## config.mk

```make
export PLATFORM = sky130hd
export DESIGN_NAME = dispctl_regbank
export DESIGN_NICKNAME = d
export VERILOG_FILES = /design/src/rtl/dctl_pkg.sv /design/src/rtl/dctl_store.sv /design/src/rtl/dctl_linecount.sv /design/src/rtl/dctl_readmux.sv /design/src/rtl/dispctl_regbank.sv
export SDC_FILE = /design/constraint.sdc
export NUM_CORES = 1
export LEC_CHECK = 0
export BUFFER_PORTS_ARGS = -buffer_cell sky130_fd_sc_hd__buf_2
export CAP_MARGIN = 20
export CELL_PAD_IN_SITES_DETAIL_PLACEMENT = 1
export CELL_PAD_IN_SITES_GLOBAL_PLACEMENT = 1
export CORE_MARGIN = 2
export CORE_UTILIZATION = 43
export CTS_BUF_LIST = sky130_fd_sc_hd__clkbuf_8
export DETAILED_ROUTE_END_ITERATION = 12
export PLACE_DENSITY_LB_ADDON = 0.12
export SLEW_MARGIN = 40
export SYNTH_ARGS = -nofsm -noshare
export SYNTH_HDL_FRONTEND = slang
export SYNTH_SLANG_ARGS = --single-unit
export TNS_END_PERCENT = 5
```

## constraint.sdc

```tcl
create_clock -name clk -period 8.4 [get_ports clk]
set_input_delay 0.84 -clock clk [delete_from_list [all_inputs] [get_ports clk]]
set_output_delay 0.84 -clock clk [all_outputs]
set_load 0.01 [all_outputs]
```

## src/rtl/dctl_pkg.sv

```systemverilog
// Shared constants and reset defaults for the display controller register bank.
// Assumes a fixed bank of 18 sixteen-bit words addressed by byte offset.
package dctl_pkg;
    localparam int REG_COUNT = 18;
    localparam int WORD_W    = 16;
    localparam int BYTE_W    = 8;
    localparam int ADDR_W    = 7;
    localparam int IDX_W     = ADDR_W - 2;

    localparam int IX_VBLANK_END = 5;
    localparam int IX_VTOTAL     = 7;
    localparam int IX_CTRL1      = 11;
    localparam int IX_CTRL2      = 12;
    localparam int IX_STATUS     = 13;
    localparam int IX_LINECOUNT  = 17;

    localparam int IRQ_EN_BIT = 10;
    localparam int BLANK_BIT  = 13;

    // Power-on value of each register by index.
    function automatic logic [WORD_W-1:0] reset_value(input int idx);
        case (idx)
            0:       return 16'h0010;
            1:       return 16'h0020;
            2:       return 16'h01F0;
            3:       return 16'h0200;
            4:       return 16'h0004;
            5:       return 16'h0010;
            6:       return 16'h00F0;
            7:       return 16'h0100;
            11:      return 16'h7000;
            12:      return 16'h0600;
            14:      return 16'h0010;
            default: return 16'h0000;
        endcase
    endfunction
endpackage

```

## src/rtl/dctl_store.sv

```systemverilog
// Register storage with byte-lane writes.
// The status word also takes a set-on-event and a clear-on-read; a set in the
// same cycle as the clearing read wins. Indices at or above REG_COUNT match no word.
module dctl_store
    import dctl_pkg::*;
(
    input  logic                              clk,
    input  logic                              rst_n,
    input  logic                              wr_en,
    input  logic                              rd_en,
    input  logic [IDX_W-1:0]                  idx,
    input  logic                              hi_sel,
    input  logic [BYTE_W-1:0]                 wdata,
    input  logic                              frame_evt,
    output logic [REG_COUNT-1:0][WORD_W-1:0]  regs_q
);
    for (genvar g = 0; g < REG_COUNT; g++) begin : g_word
        localparam logic [IDX_W-1:0] MY_IDX = IDX_W'(g);
        logic             hit;
        logic [WORD_W-1:0] nxt;

        assign hit = (idx == MY_IDX);

        if (g == IX_STATUS) begin : g_status
            // Next status: byte write, then clear on read, then event set.
            always_comb begin
                nxt = regs_q[g];
                if (wr_en && hit) begin
                    if (hi_sel) nxt[WORD_W-1:BYTE_W] = wdata;
                    else        nxt[BYTE_W-1:0]      = wdata;
                end
                if (rd_en && hit) nxt = '0;
                if (frame_evt)    nxt[0] = 1'b1;
            end

            p_evt_sets_r5: assert property (@(posedge clk) disable iff (!rst_n)
                frame_evt |=> regs_q[g][0]);
            p_rd_clears_r7: assert property (@(posedge clk) disable iff (!rst_n)
                (rd_en && hit && !frame_evt) |=> (regs_q[g] == '0));
            p_set_wins_r8: assert property (@(posedge clk) disable iff (!rst_n)
                (rd_en && hit && frame_evt) |=> (regs_q[g] == 16'h0001));
        end else begin : g_plain
            // Next value for a plain word: byte-lane merge on write.
            always_comb begin
                nxt = regs_q[g];
                if (wr_en && hit) begin
                    if (hi_sel) nxt[WORD_W-1:BYTE_W] = wdata;
                    else        nxt[BYTE_W-1:0]      = wdata;
                end
            end

            p_byte_keep_r3: assert property (@(posedge clk) disable iff (!rst_n)
                (wr_en && hit && !hi_sel) |=> $stable(regs_q[g][WORD_W-1:BYTE_W]));
            p_byte_keep_hi_r3: assert property (@(posedge clk) disable iff (!rst_n)
                (wr_en && hit && hi_sel) |=> $stable(regs_q[g][BYTE_W-1:0]));
        end

        // Register update with reset default.
        always_ff @(posedge clk) begin
            if (!rst_n) regs_q[g] <= reset_value(g);
            else        regs_q[g] <= nxt;
        end
    end

    p_oob_no_write_r4: assert property (@(posedge clk) disable iff (!rst_n)
        (wr_en && (int'(idx) >= REG_COUNT) && !frame_evt) |=> $stable(regs_q));
endmodule

```

## src/rtl/dctl_linecount.sv

```systemverilog
// Scanline counter view: (line + offset) wrapped at total by one compare and subtract.
// Assumes line < total and offset < total, so one subtraction always suffices.
module dctl_linecount
    import dctl_pkg::*;
(
    input  logic              clk,
    input  logic              rst_n,
    input  logic [WORD_W-1:0] line,
    input  logic [WORD_W-1:0] offset,
    input  logic [WORD_W-1:0] total,
    output logic [WORD_W-1:0] count
);
    logic [WORD_W:0] sum;
    logic [WORD_W:0] wrapped;

    // Sum and single conditional wrap.
    always_comb begin
        sum     = {1'b0, line} + {1'b0, offset};
        wrapped = sum - {1'b0, total};
        count   = (sum >= {1'b0, total}) ? wrapped[WORD_W-1:0] : sum[WORD_W-1:0];
    end

    p_count_range_r9: assert property (@(posedge clk) disable iff (!rst_n)
        ((line < total) && (offset < total)) |-> (count < total));
endmodule

```

## src/rtl/dctl_readmux.sv

```systemverilog
// Host read path: selects a word by index, substitutes the live line count at
// its index, returns zero outside the bank or when no read is strobed.
module dctl_readmux
    import dctl_pkg::*;
(
    input  logic                              clk,
    input  logic                              rst_n,
    input  logic                              rd_en,
    input  logic [IDX_W-1:0]                  idx,
    input  logic                              hi_sel,
    input  logic [REG_COUNT-1:0][WORD_W-1:0]  regs,
    input  logic [WORD_W-1:0]                 line_count,
    output logic [BYTE_W-1:0]                 rdata
);
    logic [WORD_W-1:0] word;

    // Word select by index with line-count substitution.
    always_comb begin
        word = '0;
        for (int i = 0; i < REG_COUNT; i++) begin
            if (idx == IDX_W'(i)) word = (i == IX_LINECOUNT) ? line_count : regs[i];
        end
    end

    // Byte lane select, gated by the read strobe.
    always_comb begin
        rdata = '0;
        if (rd_en) rdata = hi_sel ? word[WORD_W-1:BYTE_W] : word[BYTE_W-1:0];
    end

    p_oob_read_zero_r4: assert property (@(posedge clk) disable iff (!rst_n)
        (int'(idx) >= REG_COUNT) |-> (rdata == '0));
    p_idle_zero_r2: assert property (@(posedge clk) disable iff (!rst_n)
        !rd_en |-> (rdata == '0));
endmodule

```

## src/rtl/dispctl_regbank.sv

```systemverilog
// Display controller register bank top: decodes the host byte offset, holds
// the words, forms the interrupt and blanking outputs.
// Assumes single-cycle strobes and raster_line below the vertical total.
module dispctl_regbank
    import dctl_pkg::*;
(
    input  logic              clk,
    input  logic              rst_n,
    input  logic              host_wr,
    input  logic              host_rd,
    input  logic [ADDR_W-1:0] host_addr,
    input  logic [BYTE_W-1:0] host_wdata,
    output logic [BYTE_W-1:0] host_rdata,
    input  logic              frame_evt,
    input  logic [WORD_W-1:0] raster_line,
    output logic              irq,
    output logic              blanked
);
    logic [IDX_W-1:0]                 idx;
    logic                             hi_sel;
    logic                             unused_addr_lsb;
    logic [REG_COUNT-1:0][WORD_W-1:0] regs;
    logic [WORD_W-1:0]                line_count;

    // Offset decode: index from the upper bits, byte lane from bit 1.
    assign idx             = host_addr[ADDR_W-1:2];
    assign hi_sel          = host_addr[1];
    assign unused_addr_lsb = host_addr[0];

    dctl_store u_store (
        .clk       (clk),
        .rst_n     (rst_n),
        .wr_en     (host_wr),
        .rd_en     (host_rd),
        .idx       (idx),
        .hi_sel    (hi_sel),
        .wdata     (host_wdata),
        .frame_evt (frame_evt),
        .regs_q    (regs)
    );

    dctl_linecount u_line (
        .clk    (clk),
        .rst_n  (rst_n),
        .line   (raster_line),
        .offset (regs[IX_VBLANK_END]),
        .total  (regs[IX_VTOTAL]),
        .count  (line_count)
    );

    dctl_readmux u_rmux (
        .clk        (clk),
        .rst_n      (rst_n),
        .rd_en      (host_rd),
        .idx        (idx),
        .hi_sel     (hi_sel),
        .regs       (regs),
        .line_count (line_count),
        .rdata      (host_rdata)
    );

    // Output flags from stored words.
    assign irq     = regs[IX_STATUS][0] & regs[IX_CTRL1][IRQ_EN_BIT];
    assign blanked = ~regs[IX_CTRL2][BLANK_BIT];

    p_irq_drop_r7: assert property (@(posedge clk) disable iff (!rst_n)
        (host_rd && (int'(idx) == IX_STATUS) && !frame_evt) |=> !irq);
    p_irq_enable_r6: assert property (@(posedge clk) disable iff (!rst_n)
        (frame_evt && host_wr && (int'(idx) == IX_CTRL1) && hi_sel
         && host_wdata[IRQ_EN_BIT-BYTE_W]) |=> irq);
endmodule

```

==> flow_summary.yaml <==
floorplan:
  die_area_um2: 33910
  die-width_um: 184.2
  die_height_um: 184.2
  start_util_pct: 44.00
  io_pins: 46
  core_um2: 31720
  rows: 65
layout:
  largest-register: "u_store.regs_q"
  largestRegisters: "u_store.regs_q (272)"
  largest_register_ff_count: 272
  antenna_cells: 0
  final_common_cell: "nand2_1"
  layout-drive-gt1-share_pct: 7.953
  nets: 1924
  syn_to_final_growth_pct: 10.35
  final_core_util_pct: 48.55
  final_cell_mix: "nand2_1 (626), dfxtp_1 (272), a21boi_0 (236)"
clock_network:
  insertion_delay_ns: 0.56
  ctsLongestPathBuffers: 3
  clock_sinks: 272
  h-tree-depth: 2
  clkTransAtPathRegs_ns: 0.06
  cts_hold_buf: 0
  cts_tree: "built"
  cts_inserted_buffers: 48
  cts_setup_buffers: 0
  cts-resized-gates: 0
  cts_root_buf: "clkbuf_8"
synthesis:
  synth_area_leader_cell: "dfxtp_1"
  ys_seq_area_share_pct: 39.02
  synthCells: 1845
  yosys_most_used_dff: "dfxtp_1"
  ys_types: 72
  async_reset_ff_share_pct: 0
  netlist.area_leader.share_pct: 39.02
  yosys_register_bits: 272
  synth_edf_count: 0
  synth_warnings: 0
  syn_area_um2: 13960
  yosys-top-cells-area: "dfxtp_1 (39%), nand2_1 (17%), a21boi_0 (13%)"
  syn_nets: 1915
  synth.avg_cell_area_um2: 7.564
timing:
  final.setup.worst_slack_ns: 1.724
  setup_violations: 0
  post-route-min-period_ns: 6.676
  period_share_pct: 79.47
  max_freq_mhz: 149.8
  worst_slew_pin_slew_ns: 0.9026
  max-slew-margin-rel_pct: 39.36
  rsz0062_at_grt: "false"
  tns_ns: 0
  finalClockSkew_ns: 0
  slew_violations: 0
  hold-worst-slack_ns: 0.4628
  hold_viol: 0
status:
  status: "complete, no violations"
drt:
  wl_per_cell_um: 24.77
  vias: 13930
  drt_pass1_iterations: 5
  drc: 0
  first_iter_violations: 1225
  ant_nets: 0
  wl_um: 56680
  vias_per_cell: 6.087
global_routing:
  grt_overflow: 0
  grt_usage_pct: 33.54
  grt_first_pass_wirelength_um: 85910
  grt_pass1_vias: 13810
  grt_max_degree: 155
  antenna_found_initial: 0
worst_setup_path:
  worst_setup_path_start_kind: "flip-flop"
  worstPathMaxFanout: 7
  critPathKind: "flip-flop to output port"
  end_kind: "output port"
  rr_startpoint: "u_store.regs_q[88]"
  crit_start: "u_store.regs_q[80]"
  cp.required_ns: 7.56
  worstPathArrival_ns: 5.84
power:
  power_density_nw_per_um2: 179.9
  leakagePower_nw: 5.273
  ir_drop_mv: 0.1328
  p_total_mw: 2.770
hold_path:
  hold_path.class: "flip-flop to flip-flop"
  hold_start: "u_store.regs_q[24]"
placement:
  pre_cts_ws_ns: 1.854
  portBuffers: 44
  gp_congestion: 0.9168
  hpwl_um: 38230
job:
  maxCapViolCount: 0
-- cells by family after synthesis --
family	Yosys count	share of synthesized area [%]
mux	12	0.8876
simple gates	844	24.52
flops	272	39.02
buf+inv	135	3.756
compound gates	527	27.34
xor+xnor	21	1.318
fa+ha+maj	34	3.156
-- critical path, stage by stage, from the launching register on --
cell,delay (ns)
dfxtp_1,0.37
ha_1,0.23
inv_1,0.08
fa_1,0.26
nor2b_4,0.06
o31a_1,0.28
o41a_1,0.36
a21bo_1,0.25
o31ai_4,0.23
nor3_1,0.09
a311o_1,0.38
ha_1,0.38
nand3_1,0.10
nor4_1,0.54
nor3_1,0.11
o211ai_1,0.25
a21o_1,0.38
mux2i_1,0.18
o221a_2,0.27
a211oi_1,0.28
buf_2,0.19
-- stage by stage --
| stage | std cells | area [um2] |
|---|---|---|
| after detailed placement | 2205 | 14480 |
| after floorplan | 1845 | 13960 |
| final | 2288 | 15400 |
| after global placement | 2205 | 14420 |
| after global routing | 2288 | 15400 |
| after CTS | 2287 | 15360 |
-- synthesized netlist by cell type, drive strengths merged (3+ instances only) --
cell and instances:
nand2b 8, a22o 8, a221oi 13, or2 3
o21bai 5, a222oi 9, nor2b 9, nor3 23
ha 32, mux2 3, o221ai 11, a211oi 12
a21o 9, a21oi 65, o211ai 9, clkbuf 82
and2 3, o311ai 5, a31oi 9, nand2 628
a22oi 33, xnor2 13, nand3b 4, xor2 8
and3 6, nand3 43, a21boi 236, a2111oi 7
inv 29, nand4 6, o21a 11, nor2 93
nor4 6, o21ai 39, or3 6, buf 24
o22ai 19, mux2i 9, dfxtp 272, o31ai 5
-- per-layer routing --
metal | vias to the layer above | wire length, um | GRT usage (%)
li1 | 6419 | - | -
met5 | - | 0 | 0
met4 | 0 | 2436 | 13.79
met1 | 6940 | 25490 | 45.93
met2 | 452 | 25590 | 53.89
met3 | 116 | 3164 | 3.636
-- area by class of cell --
type                       count  area, um2
multi-input combinational   1438       8024
fill                        3963      16320
inverter                      29      108.9
clock inverter                25      100.1
tap                          402      503.0
sequential                   272       5445
clock buffer                  57      784.5
timing repair buffer          65      434.2
-- worst paths after layout --
path | endpoint | slack (ns) | cells past startpoint
setup / recovery | host_rdata[4] | 1.72 | 20
hold / removal | u_store.regs_q[24] | 0.46 | 2
setup reg to reg | u_store.regs_q[88] | 7.48 | 2
hold reg to reg | u_store.regs_q[24] | 0.46 | 2
-- power breakdown --
part / internal, mW / leakage (nW) / switching (mW) / total (mW)
sequential: 1.30 / 2.19 / 0.00454 / 1.30
combinational: 0.0874 / 2.54 / 0.196 / 0.283
clock: 0.609 / 0.536 / 0.577 / 1.19
total: 1.99 / 5.27 / 0.777 / 2.77
No activity file was read; power rests on OpenSTA's default activity.
